--- src/rtl/cla_pkg.sv ---
`timescale 1ns/1ps
package cla_pkg;
  localparam int unsigned GRP_W    = 4;
  localparam int unsigned N_GRP    = 4;
  localparam int unsigned ADD_W    = GRP_W * N_GRP;
endpackage

--- src/rtl/cla_unit.sv ---
`timescale 1ns/1ps
// Flat lookahead: every carry is a two-level sum of products of g, p, c_i.
module cla_unit #(
  parameter int unsigned W = 4
) (
  input  logic [W-1:0] g_i,
  input  logic [W-1:0] p_i,
  input  logic         c_i,
  output logic [W:1]   c_o,
  output logic         g_o,
  output logic         p_o
);
  always_comb begin
    logic acc;
    logic term;
    for (int k = 1; k <= W; k++) begin
      term = c_i;
      for (int j = 0; j < k; j++) term = term & p_i[j];
      acc = term;
      for (int j = 0; j < k; j++) begin
        term = g_i[j];
        for (int m = j + 1; m < k; m++) term = term & p_i[m];
        acc = acc | term;
      end
      c_o[k] = acc;
    end
  end

  always_comb begin
    logic acc;
    logic term;
    acc = 1'b0;
    for (int j = 0; j < W; j++) begin
      term = g_i[j];
      for (int m = j + 1; m < W; m++) term = term & p_i[m];
      acc = acc | term;
    end
    g_o = acc;
    p_o = &p_i;
  end

  // flat carries must agree with the recursive chain form
  always_comb begin
    for (int k = 1; k <= W; k++) begin
      p_carry_chain_r3: assert (c_o[k] == (g_i[k-1] | (p_i[k-1] & ((k == 1) ? c_i : c_o[(k > 1) ? k-1 : 1]))))
        else $error("carry chain mismatch at %0d", k);
    end
  end
endmodule

--- src/rtl/cla_group.sv ---
`timescale 1ns/1ps
module cla_group #(
  parameter int unsigned W = 4
) (
  input  logic [W-1:0] a_i,
  input  logic [W-1:0] b_i,
  input  logic         c_i,
  output logic [W-1:0] sum_o,
  output logic         g_o,
  output logic         p_o
);
  logic [W-1:0] bit_g, bit_p;
  logic [W:0]   carry;

  assign bit_g = a_i & b_i;
  assign bit_p = a_i | b_i;   // OR propagate: sum must use a^b, not p
  assign carry[0] = c_i;

  cla_unit #(.W(W)) u_la (
    .g_i (bit_g),
    .p_i (bit_p),
    .c_i (c_i),
    .c_o (carry[W:1]),
    .g_o (g_o),
    .p_o (p_o)
  );

  assign sum_o = a_i ^ b_i ^ carry[W-1:0];

  always_comb begin
    p_grp_add_r8: assert ({carry[W], sum_o} == ({1'b0, a_i} + {1'b0, b_i} + {{W{1'b0}}, c_i}))
      else $error("group sum mismatch");
    p_grp_cout_r6: assert (carry[W] == (g_o | (p_o & c_i)))
      else $error("group carry-out vs G/P mismatch");
  end
endmodule

--- src/rtl/cla16_adder.sv ---
`timescale 1ns/1ps
module cla16_adder
  import cla_pkg::*;
(
  input  logic [ADD_W-1:0] a_i,
  input  logic [ADD_W-1:0] b_i,
  input  logic             c_i,
  output logic [ADD_W-1:0] sum_o,
  output logic             c_o,
  output logic             g_o,
  output logic             p_o
);
  logic [N_GRP-1:0] grp_g, grp_p;
  logic [N_GRP:0]   grp_c;

  assign grp_c[0] = c_i;

  for (genvar i = 0; i < N_GRP; i++) begin : g_grp
    cla_group #(.W(GRP_W)) u_grp (
      .a_i   (a_i[i*GRP_W +: GRP_W]),
      .b_i   (b_i[i*GRP_W +: GRP_W]),
      .c_i   (grp_c[i]),
      .sum_o (sum_o[i*GRP_W +: GRP_W]),
      .g_o   (grp_g[i]),
      .p_o   (grp_p[i])
    );
  end

  // second lookahead level: carries into each group
  cla_unit #(.W(N_GRP)) u_top_la (
    .g_i (grp_g),
    .p_i (grp_p),
    .c_i (c_i),
    .c_o (grp_c[N_GRP:1]),
    .g_o (g_o),
    .p_o (p_o)
  );

  assign c_o = grp_c[N_GRP];

  always_comb begin
    p_add_r1: assert ({c_o, sum_o} == ({1'b0, a_i} + {1'b0, b_i} + {{ADD_W{1'b0}}, c_i}))
      else $error("sum mismatch");
    p_export_r6: assert (c_o == (g_o | (p_o & c_i)))
      else $error("carry-out vs exported G/P mismatch");
    p_prop_r4: assert (p_o == ((a_i | b_i) == {ADD_W{1'b1}}))
      else $error("block propagate mismatch");
  end
endmodule

--- config.mk ---
export PLATFORM = sky130hd
export DESIGN_NAME = cla16_adder
export DESIGN_NICKNAME = d
export VERILOG_FILES = /design/src/rtl/cla_pkg.sv /design/src/rtl/cla_unit.sv /design/src/rtl/cla_group.sv /design/src/rtl/cla16_adder.sv
export SDC_FILE = /design/constraint.sdc
export NUM_CORES = 1
export LEC_CHECK = 0
export BUFFER_PORTS_ARGS = -buffer_cell sky130_fd_sc_hd__clkbuf_2
export CAP_MARGIN = 10
export CORE_UTILIZATION = 47
export DETAILED_ROUTE_END_ITERATION = 8
export GPL_TIMING_DRIVEN = 0
export PLACE_DENSITY = 0.81
export SYNTH_ARGS = -nofsm -noshare
export SYNTH_HDL_FRONTEND = slang
export SYNTH_SLANG_ARGS = --single-unit
--- constraint.sdc ---
create_clock -name vclk -period 2.9
set_clock_uncertainty 0.1 [all_clocks]
set_input_delay 0.58 -clock vclk [all_inputs]
set_output_delay 0.58 -clock vclk [all_outputs]
set_load 0.005 [all_outputs]
After elaboration in Yosys (flattened, before gate mapping)

Cells that the tools add are included.

Output and inout bits: 19
Input bits: 33
Register bits after elaboration: 0

Reduce and logical (&&, ||, !) cells: 5
Bitwise logic cells: 111

Operators by type and width:

| kind                 | number |
|---|---|
| 1-bit bitwise OR     | 49 |
| 1-bit AND            | 46 |
| 4-bit bitwise XOR    | 8 |
| 4-bit AND            | 4 |
| 4-bit bitwise OR     | 4 |
| 16-bit AND reduction | 1 |
| 4-bit AND reduction  | 4 |

Depth between registers and ports, before layout

Gate-level depths: netlist of run 1.

Depth after elaboration: 19
Depth in mapped cells: 9

Hierarchy

Synthesis of run 1 repeated with hierarchy kept, for this count alone.

Cells, all modules: 146
Area, all modules: 1021.0 um2

By module, submodules not included:

| module    | area an instance (um2) | sequential area each (um2) | cells an instance | times used |
|---|---|---|---|---|
| cla_group | 180.2                  | 0.0                        | 24                | 4 |
| cla_unit  | 60.1                   | 0.0                        | 10                | 5 |

Worst setup path before layout of run 1

OpenSTA, ideal clock, no wires.

Kind: input -> output
From: input a_i[2]
To: output sum_o[12]
Required time: 2220 ps
Arrival time: 2365 ps
Stages: 8
Slack: -145 ps
Buffers on the path: 0
Cell sequence: inv_1 ha_1 or3_4 or2_4 a31oi_4 nor2_2 o21ai_0 fa_1

Longest elaborated chain between the ends: 12
Elaborated cells between the ends (all ways): 20
Those cells by class: bitwise: 19; reduce/logical: 1

RTL lines:

| item                            | RTL line         | text |
|---|---|---|
| from (decl)                     | cla16_adder.sv:5 | `input logic [ADD_W-1:0] a_i,` |
| 4-bit bitwise OR                | cla_group.sv:16  | `assign bit_p = a_i \| b_i;` |
| 1-bit AND (2 in a row)          | cla_unit.sv:35   | `for (int m = j + 1; m < W; m++) term = term & p_i[m];` |
| 1-bit bitwise OR (3 in a row)   | cla_unit.sv:36   | `acc = acc \| term;` |
| 1-bit AND (2 in a row)          | cla_unit.sv:22   | `for (int m = j + 1; m < k; m++) term = term & p_i[m];` |
| 1-bit bitwise OR * (3 in a row) | cla_unit.sv:23   | `acc = acc \| term;` |
| 4-bit bitwise XOR *             | cla_group.sv:28  | `assign sum_o = a_i ^ b_i ^ carry[W-1:0];` |
| to (decl)                       | cla16_adder.sv:8 | `output logic [ADD_W-1:0] sum_o,` |

Mark *: on every way between the ends. The rest lies on a longest branch, timed or not.

Final worst setup path of run 1

From: input b_i[1]
To: output sum_o[12]

Longest elaborated chain between the ends: 13
Elaborated cells between the ends (all ways): 20
Those cells by class: bitwise: 19; reduce/logical: 1

RTL lines:

| item                            | RTL line         | text |
|---|---|---|
| from (decl)                     | cla16_adder.sv:6 | `input logic [ADD_W-1:0] b_i,` |
| 4-bit bitwise OR                | cla_group.sv:16  |  |
| 1-bit AND (3 in a row)          | cla_unit.sv:35   |  |
| 1-bit bitwise OR (3 in a row)   | cla_unit.sv:36   |  |
| 1-bit AND (2 in a row)          | cla_unit.sv:22   |  |
| 1-bit bitwise OR * (3 in a row) | cla_unit.sv:23   |  |
| 4-bit bitwise XOR *             | cla_group.sv:28  |  |

Marked as above.

==> reports/results.ini, run 1 <==
[outcome]
outcome=complete, but fails checks
violations=negative setup slack

[layout]
num-clock-buffers=0
syn_to_final_growth_pct=45.2
nNetsFinal=304
fin_cells=263
diodes=0
final_common_cell=clkbuf_2
drive_gt1_share_pct=42.9
seq_cell_count=0
utilization_pct=73.5
layout_common_cells=clkbuf_2 (39), inv_1 (35), ha_1 (27)
seq_area_sq_um=0

[synth]
syn_avg_cell_area_sq_um=7.35
synth.yosys.seq_area_share_pct=0
synth_warnings=0
synth.net_count=241
synth_cells=172
ys_types=42
syn_area_sq_mm=0.00126

[timing]
slew_headroom_pct=63.0
setup_violations=13
min_period_ns=3.14
rsz0062_at_grt=true
max_slew.worst_pin.slew_ns=0.550
fin_crit_sh_pct=108
tns_ns=-1.83
hold_viol=0
drv_slew=0
setup_slack_ns=-0.239
max_freq_mhz=319

[placement]
port_buffers=52
place_ws_ns=-0.326
gp_congestion=0.920
hpwl_microns=2340
place_inst=254

[route]
drt-initial-drc-count=17
vias_per_cell=5.25
drt-total-wl_microns=3230
vias=1380
first_pass_iters=4
remaining_drc_errors=0
ant_nets=0
routedWlPerCell_microns=12.3

[grt]
grt_pass1_wl_microns=4530
grt_pass1_vias=1173
grt_use_total_pct=20.0
grt_max_degree=7
grt_overflow=0
antenna_found_initial=0

[min_path]
hold_class=in -> out

[setup_path]
cp.arrival_ns=2.46
cp-end-kind=output port
critPathTopFamily=simple AND/OR/NAND/NOR gates
path_cells=buf_8 -> inv_4 -> ha_4 -> or3_4 -> or2_4 -> a31oi_4 -> nor2_4 -> o21ai_2 -> fa_1 -> clkbuf_2
cp_slowest_cell=fa_1
critical_path_class=in -> out
path_max_fanout=3
crit_buf_inv=3
worst_ep_required_time_ns=2.22
start_kind=primary input
cpPeakStageDelay_ns=0.42

[floorplanning]
start_util_pct=50.6
floorplan.die_area_sq_mm=0.00290
ios=52
dieWidth_microns=53.9
core_sq_mm=0.00250
dieHeight_microns=53.9
placementRows=18

[power_and_ir_drop]
powerDensity_mw_per_mm2=193
total_power_uw=354
leakage_uw=0.000954
ir_drop_uv=122

[flow_run]
timing.max_cap.violations=0

## cell usage after synthesis, types with 3 or more instances
cell | n | area, sq um
a21oi_1 | 10 | 50.1
fa_1 | 4 | 80.1
ha_1 | 32 | 400
inv_1 | 43 | 161
nand2_1 | 6 | 22.5
nand3_1 | 5 | 25.0
nor2_1 | 12 | 45.0
nor2b_1 | 3 | 18.8
nor3_1 | 4 | 20.0
nor4_1 | 4 | 25.0
o21ai_0 | 7 | 35.0
o21bai_1 | 3 | 22.5
xor2_1 | 6 | 52.6
## where the power goes
part	switching (uW)	internal (uW)
sequential	0	0
clock	0	0
combinational	182	172
total	182	172
## per-layer routing
metal / up-vias / wire length [microns] / part of all wire (%) / GRT usage [%]
li1: 703 / - / - / -
met1: 635 / 1360 / 42 / 25.7
met2: 40 / 1730 / 54 / 38.7
met3: 2 / 127 / 3.9 / 0.282
met4: 0 / 8 / 0.25 / 0
met5: - / 0 / 0 / 0
## metrics by stage
step                      hold slack (ns)  cell area, sq um
after floorplan                      1.21              1310
after global placement               1.42              1600
after detailed placement             1.42              1600
after CTS                            1.42              1680
after global routing                 1.44              1840
final                                1.41              1840
## cells by family (layout without fill, tap and decap cells)
group                    Yosys count  count (layout)  synth area share (%)
AO/OA/AOI/OAI                     36              36                  22.3
XOR/XNOR                           8               8                  5.54
buffers and inverters             43             104                  12.8
AND/OR/NAND/NOR                   49              49                  21.5
adder cells (fa/ha/maj)           36              36                  38.0
## cell type report
class | count | area (sq um)
inverters | 43 | 171
fillers | 203 | 663
well taps | 30 | 37.5
multi-input cells | 129 | 1250
repair buffers | 61 | 375
## timing repair
| item | CTS | global route |
|---|---|---|
| gates cloned | 0 | 0 |
| hold endpoints to repair | 0 | 0 |
| resized for setup | 8 | 40 |
| endpoints found under the setup margin | 9 | 13 |
| pin swaps | 11 | 22 |
| buffers inserted | 5 | 4 |
| hold buffers | 0 | 0 |
## final timing paths
check / startpoint / to / depth (start not counted)
setup / recovery: b_i[1] / sum_o[12] / 10
hold / removal: c_i / sum_o[0] / 3
Power figures use the tool's default switching activity.
==> inputs of run 2 (changes only) <==
Settings changed: ABC_AREA set to 1, CAP_MARGIN 10 to 20, CORE_UTILIZATION 47 to 46.
==> run 2 against run 1 <==
- the run now ends clean
- critical path depth increased by 2
- non-clock buffer count is 9 lower
- maximum frequency increased by 14%
- sequential share of layout area unchanged
- critical path type unchanged
==> reports/results.ini, run 2 <==
[outcome]
outcome=complete, no violations

[layout]
utilization_pct=63.8
finish.instance_area_sq_mm=0.00148
syn_to_final_growth_pct=25.7
diodes=0
nNetsFinal=296
drive_gt1_share_pct=40.4
seq_cell_count=0
layout_common_cells=clkbuf_2 (52), inv_1 (49), ha_1 (32)
fillers=243
fin_cells=253
final_common_cell=clkbuf_2
num-clock-buffers=0
seq_area_sq_um=0

[timing]
tns_ns=0
slew_headroom_pct=80.2
min_period_ns=2.76
hold_viol=0
drv_slew=0
max_freq_mhz=362
setup_violations=0
max_slew.worst_pin.slew_ns=0.294
fin_crit_sh_pct=95.2
rsz0062_at_grt=true

[synth]
synth_warnings=0
netlist_top_cells_area=ha_1 (34%), inv_1 (16%), nand2_1 (8.0%), fa_1 (6.8%), xor2_1 (6.0%)
yosysTopAreaCellShare_pct=34.0
synth_commonest_cells=inv_1 (49), ha_1 (32), nand2_1 (25)
synth_top_area_cell=ha_1
syn_avg_cell_area_sq_um=6.81
synth_cells=173
synth.yosys.seq_area_share_pct=0
yosys.cell_count.top_type=inv_1
synth.net_count=242
ys_types=19
syn_area_sq_mm=0.00118

[setup_path]
path_max_fanout=3
cp-end-kind=output port
worst_ep_required_time_ns=2.22
cp.arrival_ns=2.08
start_kind=primary input
critPathLaunch=a_i[1]
critical_path_class=in -> out

[placement]
place_inst=253
gp_congestion=0.716
port_buffers=52
hpwl_microns=1810
dpl_cell_area_sq_mm=0.00147

[route]
drt-total-wl_microns=1910
remaining_drc_errors=0
first_pass_iters=3
ant_nets=0
vias_per_cell=4.34
routedWlPerCell_microns=7.55
drt-initial-drc-count=9
vias=1098

[grt]
antenna_found_initial=0
grt_pass1_vias=971
grt_overflow=0
grt_max_degree=6
grt_pass1_wl_microns=3410
grt_use_total_pct=15.1

[floorplanning]
core_sq_mm=0.00232
dieWidth_microns=52.6
ios=52
start_util_pct=50.8
placementRows=17
floorplan.die_area_sq_mm=0.00277
dieHeight_microns=52.6

[power_and_ir_drop]
powerDensity_mw_per_mm2=169
ir_drop_uv=85.9
total_power_uw=250
leakage_uw=0.000988

[min_path]
hold_class=in -> out
min-delay-start=b_i[4]

[flow_run]
timing.max_cap.violations=0

## run 2: cell count changes in the layout (fill, tap and decap cells not counted), moves of 6 or more
cell / change
nand3_2: +6
clkbuf_2: +13
nand2_1: +19
buf_4: -7
nor2_1: -7
buf_2: -9
nand2_2: +11
inv_1: +14
## run 2: repair_timing
action                                  4_1_cts  5_1_grt
buffers inserted                              0        0
hold buffers                                  0        0
endpoints found under the setup margin        0        1
resized for setup                             0        2
## run 2: worst paths after layout
check | slack [ns] | cells after the start | to
max | 0.14 | 12 | sum_o[5]
min | 1.43 | 3 | sum_o[4]
## run 2: kinds of logic after synthesis
| family | share of synthesized area, % |
|---|---|
| adders and majority gates | 40.8 |
| xor gates and xnor gates | 6.70 |
| AOI/OAI and AO/OA | 2.87 |
| and+or+nand+nor | 31.1 |
| buffers and inverters | 18.5 |
## run 2: worst max-delay path, cell delays in order
cell and delay, ns:
clkbuf_2 0.09, inv_1 0.05, ha_1 0.18, inv_2 0.04, nand2_2 0.05, nand2_2 0.05, nand2_2 0.05, nand2_2 0.06
or2_4 0.24, fa_1 0.37, xor2_1 0.17, clkbuf_2 0.13
## run 2: area by class of cell
type | count | area (sq um) | share of cell area [%]
Multi-Input combinational cell | 115 | 967 | 65.3
Timing Repair Buffer | 52 | 260 | 17.6
Inverter | 58 | 218 | 14.7
Tap cell | 28 | 35.0 | 2.37
## run 2: metrics by stage
stage / hold WS (ns) / setup slack (ns)
final: 1.43 / 0.139
after global placement: 1.44 / 0.129
after global routing: 1.46 / -0.00202
after floorplan: 1.21 / 0.410
after detailed placement: 1.44 / 0.0759
after CTS: 1.44 / 0.0610
## run 2: where the power goes
part / internal [uW] / switching (uW) / leakage (uW) / total, uW
registers: 0 / 0 / 0 / 0
clock network: 0 / 0 / 0 / 0
logic: 118 / 132 / 0.000988 / 250
total: 118 / 132 / 0.000988 / 250
## run 2: per-layer routing
layer	wire length, microns	up-vias	GRT usage [%]
met1	910	464	17.6
met2	928	27	31.4
met4	0	0	0
met3	71	0	0
li1	-	607	-
met5	0	-	0
